$ cat src/rtl/mdio_master.sv
module mdio_master #(
  parameter int DIV_W = 8
) (
  input  logic        clk,
  input  logic        rst_n,
  input  logic        reg_we,
  input  logic [1:0]  reg_addr,
  input  logic [31:0] reg_wdata,
  output logic [31:0] reg_rdata,
  output logic        mdc,
  output logic        mdio_o,
  output logic        mdio_oe,
  input  logic        mdio_i
);
  localparam int PRE   = 32;
  localparam int FRAME = PRE + 32;
  localparam int CW    = $clog2(FRAME);
  localparam int EVT_BIT = 23;

  logic [DIV_W-1:0] speed_q, dcnt;
  logic [31:0]      cmd_q;
  logic [15:0]      data_q, cap_q;
  logic [CW-1:0]    bitcnt;
  logic             busy, mdc_q, evt_q;

  wire wr_cmd = reg_we && reg_addr == 2'd0;
  wire wr_evt = reg_we && reg_addr == 2'd1;
  wire wr_spd = reg_we && reg_addr == 2'd2;
  wire is_rd  = cmd_q[29:28] == 2'b10;
  wire tick   = busy && speed_q != '0 && dcnt >= speed_q - 1'b1;
  wire rise   = tick && !mdc_q;
  wire fall   = tick && mdc_q;
  wire last   = bitcnt == CW'(FRAME - 1);
  wire in_pre = bitcnt < CW'(PRE);
  wire [4:0] idx = ~bitcnt[4:0];

  assign mdc     = mdc_q;
  assign mdio_o  = busy && (in_pre || cmd_q[idx]);
  assign mdio_oe = busy && !(is_rd && bitcnt >= CW'(PRE + 14));

  always_ff @(posedge clk or negedge rst_n) begin
    if (!rst_n) begin
      speed_q <= '0;
      dcnt    <= '0;
      cmd_q   <= '0;
      data_q  <= '0;
      cap_q   <= '0;
      bitcnt  <= '0;
      busy    <= 1'b0;
      mdc_q   <= 1'b0;
      evt_q   <= 1'b0;
    end else begin
      if (wr_spd) speed_q <= reg_wdata[DIV_W-1:0];

      if (!busy) begin
        if (wr_cmd) begin
          cmd_q  <= reg_wdata;
          busy   <= 1'b1;
          bitcnt <= '0;
          dcnt   <= '0;
          mdc_q  <= 1'b0;
        end
      end else if (speed_q == '0) begin
        dcnt  <= '0;
        mdc_q <= 1'b0;
      end else if (tick) begin
        dcnt  <= '0;
        mdc_q <= !mdc_q;
        if (rise && is_rd && bitcnt >= CW'(PRE + 16))
          cap_q <= {cap_q[14:0], mdio_i};
        if (fall) begin
          if (last) begin
            busy <= 1'b0;
            if (is_rd) data_q <= cap_q;
          end else begin
            bitcnt <= bitcnt + 1'b1;
          end
        end
      end else begin
        dcnt <= dcnt + 1'b1;
      end

      if (fall && last)                      evt_q <= 1'b1;
      else if (wr_evt && reg_wdata[EVT_BIT]) evt_q <= 1'b0;
    end
  end

  always_comb begin
    case (reg_addr)
      2'd0:    reg_rdata = {16'h0, data_q};
      2'd1:    reg_rdata = {8'h0, evt_q, 23'h0};
      2'd2:    reg_rdata = {{(32-DIV_W){1'b0}}, speed_q};
      default: reg_rdata = '0;
    endcase
  end
endmodule


$ cat config.mk
export PLATFORM = sky130hd
export DESIGN_NAME = mdio_master
export DESIGN_NICKNAME = d
export VERILOG_FILES = /design/src/rtl/mdio_master.sv
export SDC_FILE = /design/constraint.sdc
export NUM_CORES = 1
export LEC_CHECK = 0
export ABC_AREA = 1
export CORE_ASPECT_RATIO = 0.8
export CORE_MARGIN = 3
export CORE_UTILIZATION = 57
export DETAILED_ROUTE_END_ITERATION = 16
export DONT_BUFFER_PORTS = 1
export PLACE_DENSITY = 0.84
export SYNTH_ARGS = -nofsm -noshare
export SYNTH_HDL_FRONTEND = slang
export SYNTH_SLANG_ARGS = --single-unit
$ cat constraint.sdc
create_clock -name clk -period 2.3 [get_ports clk]
set_input_delay 0.23 -clock clk [delete_from_list [all_inputs] [get_ports clk]]
set_output_delay 0.23 -clock clk [all_outputs]
set_load 0.02 [all_outputs]
==> run_results.csv, run 1 <==
group,metric,value,unit
place,gp_congestion,0.993,
run_status,status,"finished with violations",
yosys,synth_edf_count,0,
grt,grt_overflow_total,0,
grt,track_usage,0.255,
setup_path,arrival,2.86,ns
cts,numCtsBuffers,9,
timing,drv_slew,0,
power,irDropWorstVdd,0.532,mV
timing,setup_violations,50,
grt,grt_antenna_before_repair,0,
routing,via_per_inst,5.65,
setup_path,crit_path_max_fanout,5,
cts,path_clk_slew,0.09,ns
yosys,syn_avg_cell_area,8.68,um2
floorplan,rows,29,
setup_path,cp_slowest_cell,"dfrtp_1",
setup_path,cp_cell_sequence,"inv_2 > ha_4 > inv_2 > nor2_4 > nand3_1 > xor2_1 > inv_1 > ha_1 > nand2_1 > o21a_1 > nand2_4 > nand2_4 > nor2_8 > buf_6 > nand3_1 > nand2_1",
cts,cts_max_level,3,
yosys,postSynth.asyncResetShare,1.00,
floorplan,die-height,87.5,um
power,p_leak,0.00272,uW
setup_path,critPathRequiredTime,2.61,ns
timing,max_slew_margin,0.485,
power,power.density,869,nW/um2
timing,fin_crit_sh,1.11,
setup_path,worstSetupStartpoint,"speed_q[1]",
cts,cts_sinks,89,
final_layout,final_nets,632,
timing,hold_viol_final,0,
routing,wl,12.0,mm
setup_path,reg2reg_from,"speed_q[1]",
yosys,ys_seq_area_frac,0.470,
cts,cts_root_buf,"clkbuf_8",
timing,finClkSkew,0.0121,ns
flow_run,drv_cap,0,
floorplan,die_w,108,um
routing,routedWlPerCell,17.2,um
final_layout,antenna_cells,0,
floorplan,die_area,9450,um2
yosys,ys_types,35,
place,dp.cells,654,
timing,tightest_slew,0.770,ns
grt,grt_pass1_wl,18.8,mm
final_layout,area_delta_synth_final,19.0,%
timing,min_period,2.56,ns
cts,clkLatencyLatePin,0.37,ns
timing,rsz0062_at_grt,"true",
yosys,ys_seq_elements,89,
power,p_total,4900,uW
cts,cts_tree,"built",
floorplan,core_area,8020,um2
routing,via_count,3930,
worst_hold_path,hold_start,"reg_wdata[25]",
routing,detail-route-antenna-nets,0,
grt,grt_pass1_vias,3786,
final_layout,drive_gt1_frac,0.247,
setup_path,path_buf_inv,4,
final_layout,stdcell_count,696,
worst_hold_path,worstHoldPathType,"in2reg",
routing,drc,0,
floorplan,io_pins,73,
place,io_buffers,0,
setup_path,cp_top_family,"simple AND/OR/NAND/NOR gates",
floorplan,start_util,0.591,
grt,grt_max_degree,90,
yosys,synth_ff_type,"dfrtp_1",
setup_path,path_class,"reg2reg",
routing,drtIter0Drc,362,
timing,fmax,391,MHz
cts,clockBufferDepth,2,
run_status,violations,"negative setup slack",
yosys,syn_area,4740,um2
timing,layout_setup_ws,-0.257,ns
routing,dr.pass1.iters,4,
timing,holdWs,0.0128,ns
yosys,ys_warn_count,0,
final_layout,nFillCells,571,
setup_path,start_kind,"flip-flop",
setup_path,cp-end-kind,"flip-flop",
setup_path,critical-path-max-stage-delay,0.42,ns
yosys,syn_inst,546,
place,place_hpwl,7.65,mm
[synthesized netlist by cell type (all sizes together), types with 10 or more instances]
cell	n	area [um2]
nand2	109	429
dfrtp	89	2230
inv	63	236
nor2	60	298
nand3	48	245
o21ai	43	215
buf	30	210
mux2	22	248
o21bai	16	120
ha	11	138
o22ai	11	68.8
a21oi	10	50.1
[cell usage in the layout, fill, tap and decap left out, types with 8 or more instances in the layout]
| cell type | instances |
|---|---|
| mux2_2 | 22 |
| inv_2 | 11 |
| a21oi_1 | 9 |
| nand2_2 | 18 |
| dfrtp_1 | 88 |
| dlygate4sd3_1 | 13 |
| nand3_2 | 16 |
| o21ai_0 | 41 |
| ha_1 | 8 |
| conb_1 | 15 |
| nand2_1 | 86 |
| clkbuf_8 | 9 |
| xor2_1 | 9 |
| nor2_1 | 48 |
| buf_4 | 21 |
| inv_1 | 52 |
| o21bai_1 | 15 |
| nand3_1 | 31 |
| o22ai_1 | 11 |
[path summary, 6_finish.rpt]
kind / end / slack [ns] / cells past startpoint
min reg2reg: speed_q[7] / 0.49 / 2
max in group asynchronous: bitcnt[1] / 1.51 / 2
min: cmd_q[25] / 0.01 / 1
max reg2reg: cap_q[10] / -0.26 / 16
max: cap_q[10] / -0.26 / 16
min in group asynchronous: data_q[13] / 0.41 / 2
[per-stage QoR]
step | instance area (um2) | setup TNS [ns] | worst slack, ns | util
finish | 5640 | -8.79 | -0.257 | 0.703
global route | 5640 | -13.20 | -0.344 | 0.703
CTS | 5370 | -2.42 | -0.0968 | 0.670
detailed placement | 4880 | -4.89 | -0.177 | 0.609
global placement | 4880 | -1.26 | -0.0815 | 0.609
floorplan | 4800 | 0 | 0.0117 | -
[layer usage]
| layer | wire length [um] | GRT usage | up-vias |
|---|---|---|---|
| met3 | 973 | 0.0744 | 33 |
| li1 | - | - | 1823 |
| met2 | 5950 | 0.420 | 188 |
| met4 | 251 | 0.0849 | 0 |
| met5 | 0 | 0 | - |
| met1 | 4800 | 0.326 | 1886 |
[sequential cells by signal, indices dropped and copies added (netlist names)]
signal   cells
data_q      16
cap_q       16
speed_q      8
busy         1
mdc          1
dcnt         8
cmd_q       32
evt_q        1
bitcnt       6
[report_power, final]
part           switching (uW)  internal, uW  leakage (uW)
registers                 241          1800       0.00116
clock network             591           512      0.000104
logic                    1060           696       0.00145
total                    1890          3010       0.00272
[what timing repair did]
item	CTS	global route
hold buffers	7	7
pin swaps	8	20
buffers inserted	7	1
cloned	3	1
endpoints found under the hold margin	94	7
gates resized for setup	22	44
setup endpoints to repair	40	51
[kinds of logic (layout without fill, tap and decap cells)]
family,after synthesis,count (layout),synth area share
flops,89,89,0.470
compound gates,84,84,0.102
mux,22,22,0.0523
simple gates,231,233,0.229
fa+ha+maj,11,11,0.0291
buf+inv,98,124,0.0983
xor+xnor,10,10,0.0185
other cells,1,15,0.000792
[layout make-up]
type | count | area (um2) | share of cell area
Multi-Input combinational cell | 375 | 2380 | 0.422
Clock inverter | 7 | 75.1 | 0.0133
Clock buffer | 9 | 124 | 0.0220
Sequential cell | 89 | 2230 | 0.395
Tap cell | 108 | 135 | 0.0240
Inverter | 63 | 236 | 0.0420
Timing Repair Buffer | 45 | 462 | 0.0819
No activity file was read; power rests on OpenSTA's default activity.
==> run 2, diff against run 1 <==
CORE_UTILIZATION = 48   (was 57)
PLACE_DENSITY = 0.74   (was 0.84)
==> run 2 against run 1 <==
Net effect: the run ends with negative hold slack, negative setup slack left; fmax rose by 5.0%; via count fell by 3.9%; combinational power fell by 7%; design area fell by 1.5%; die area rose by 18%; worst hold slack got worse by 0.44 ns; clock skew fell by 0.0019 ns; utilization fell by 11 points; highest routed layer unchanged.
==> run_results.csv, run 2 (synthesis results as in run 1) <==
group,metric,value,unit
final_layout,multiInputGateArea,2300,um2
timing,finClkSkew,0.0102,ns
setup_path,critPathRequiredTime,2.59,ns
routing,drtIter0Drc,261,
final_layout,top_regs,"cmd_q: 32 flops, cap_q: 16 flops, data_q: 16 flops",
cts,cts_sinks,89,
floorplan,die_area,11100,um2
timing,setup_violations,38,
final_layout,top_register,"cmd_q",
grt,grt_antenna_before_repair,0,
timing,min_period,2.43,ns
cts,numCtsBuffers,9,
floorplan,start_util,0.509,
place,io_buffers,0,
power,irDropWorstVdd,0.656,mV
run_status,status,"finished with violations",
timing,rsz0062_at_grt,"true",
final_layout,nFillCells,782,
final_layout,drive_gt1_frac,0.230,
routing,routedWlPerCell,16.1,um
grt,grt_overflow_total,0,
floorplan,core_area,9310,um2
cts,cts_root_buf,"clkbuf_16",
routing,via_count,3778,
grt,grt_pass1_vias,3521,
cts,path_clk_slew,0.07,ns
flow_run,drv_cap,0,
place,gp_congestion,0.859,
power,p_total,5210,uW
power,power.density,937,nW/um2
routing,via_per_inst,5.49,
cts,cts_max_level,3,
final_layout,mostFrequentLayoutCells,"89 x nand2_1, 88 x dfrtp_1, 52 x inv_1",
timing,drv_slew,0,
cts,clkLatencyLatePin,0.35,ns
timing,tightest_slew,0.725,ns
run_status,violations,"negative hold slack, negative setup slack",
floorplan,die-height,94.9,um
floorplan,rows,31,
setup_path,start_kind,"flip-flop",
setup_path,critical-path-max-stage-delay,0.39,ns
grt,grt_pass1_wl,17.4,mm
timing,hold_viol_final,89,
timing,holdWs,-0.431,ns
final_layout,antenna_cells,0,
cts,cts_tree,"built",
floorplan,die_w,117,um
timing,max_slew_margin,0.516,
routing,detail-route-antenna-nets,0,
final_layout,area_delta_synth_final,17.2,%
setup_path,arrival,2.72,ns
setup_path,cp_cell_sequence,"inv_2 > buf_6 > buf_4 > nand2_1 > xor2_1 > inv_1 > ha_4 > nand2_1 > inv_1 > nand2_1 > nand2_1 > nand2_2 > nand2_4 > nand3_2 > nor2_4 > clkbuf_16 > nand3_1 > nand2_1",
setup_path,cp.depth,18,
timing,fin_crit_sh,1.06,
cts,clockBufferDepth,2,
final_layout,stdcell_count,688,
power,p_leak,0.00271,uW
setup_path,path_class,"reg2reg",
place,dp.cells,659,
final_layout,final_common_cell,"nand2_1",
routing,drc,0,
grt,track_usage,0.203,
setup_path,reg2regPathDepth,18,
setup_path,cpMostUsedCell,"nand2_1",
routing,dr.pass1.iters,5,
routing,wl,11.1,mm
setup_path,path_buf_inv,6,
final_layout,regArea,2230,um2
setup_path,cp-end-kind,"flip-flop",
grt,grt_max_degree,90,
final_layout,largest_register_ffs,32,
setup_path,crit_path_max_fanout,8,
final_layout,final_nets,617,
timing,fmax,411,MHz
setup_path,cp_slowest_cell,"dfrtp_1",
timing,setup-tns-final,-3.94,ns
setup_path,cp_top_family,"simple AND/OR/NAND/NOR gates",
place,place_hpwl,7.45,mm
floorplan,io_pins,73,
timing,layout_setup_ws,-0.135,ns
worst_hold_path,worstHoldPathType,"in2async",
[run 2: cell count changes in the layout (fill, tap and decap cells not counted), sizes merged, moves of 2 or more]
cell,change
clkbuf,+2
buf,-2
clkinvlp,+2
clkinv,-2
dlygate4sd3,-13
[run 2: routing by layer]
metal | part of all wire | wire, um | vias to the layer above | GRT usage
met3 | 0.065 | 723 | 14 | 0.0647
met4 | 0.012 | 138 | 0 | 0.0583
met5 | 0 | 0 | - | 0
met1 | 0.45 | 4990 | 1864 | 0.282
li1 | - | - | 1795 | -
met2 | 0.47 | 5210 | 105 | 0.306
[run 2: report_power, final]
group          internal (uW)  total [uW]  switching [uW]
combinational            690        1640             948
sequential              1800        2060             260
clock                    856        1510             653
total                   3340        5210            1860
[run 2: area by class of cell]
| cell class | instances | share of cell area |
|---|---|---|
| Timing Repair Buffer | 31 | 0.0613 |
| Clock inverter | 6 | 0.0133 |
| Sequential cell | 89 | 0.401 |
| Tap cell | 115 | 0.0259 |
| Multi-Input combinational cell | 374 | 0.414 |
| Clock buffer | 10 | 0.0412 |
| Inverter | 63 | 0.0430 |
[run 2: timing repair]
action                     4_1_cts  5_1_grt
buffers inserted                 8        2
gates cloned                     2        1
pin swaps                       12       13
setup endpoints to repair       40       50
hold endpoints to repair        89       89
gates resized for setup         21       29
[run 2: worst paths after layout]
kind | start | to | slack, ns
max in group asynchronous | rst_n | bitcnt[0] | 2.58
min in group clk | mdio_i | cap_q[0] | 0.03
setup / recovery | speed_q[0] | data_q[1] | -0.13
hold reg to reg | cap_q[15] | cap_q[15] | 0.48
setup reg to reg | speed_q[0] | data_q[1] | -0.13
hold / removal | rst_n | data_q[13] | -0.43
[run 2: metrics by stage]
stage / utilization / cell area, um2 / setup slack, ns
2_1_floorplan: - / 4800 / 0.0117
3_3_place_gp: 0.525 / 4890 / -0.149
3_5_place_dp: 0.525 / 4890 / -0.227
4_1_cts: 0.581 / 5410 / -0.0843
5_1_grt: 0.597 / 5550 / -0.244
6_report: 0.597 / 5550 / -0.135
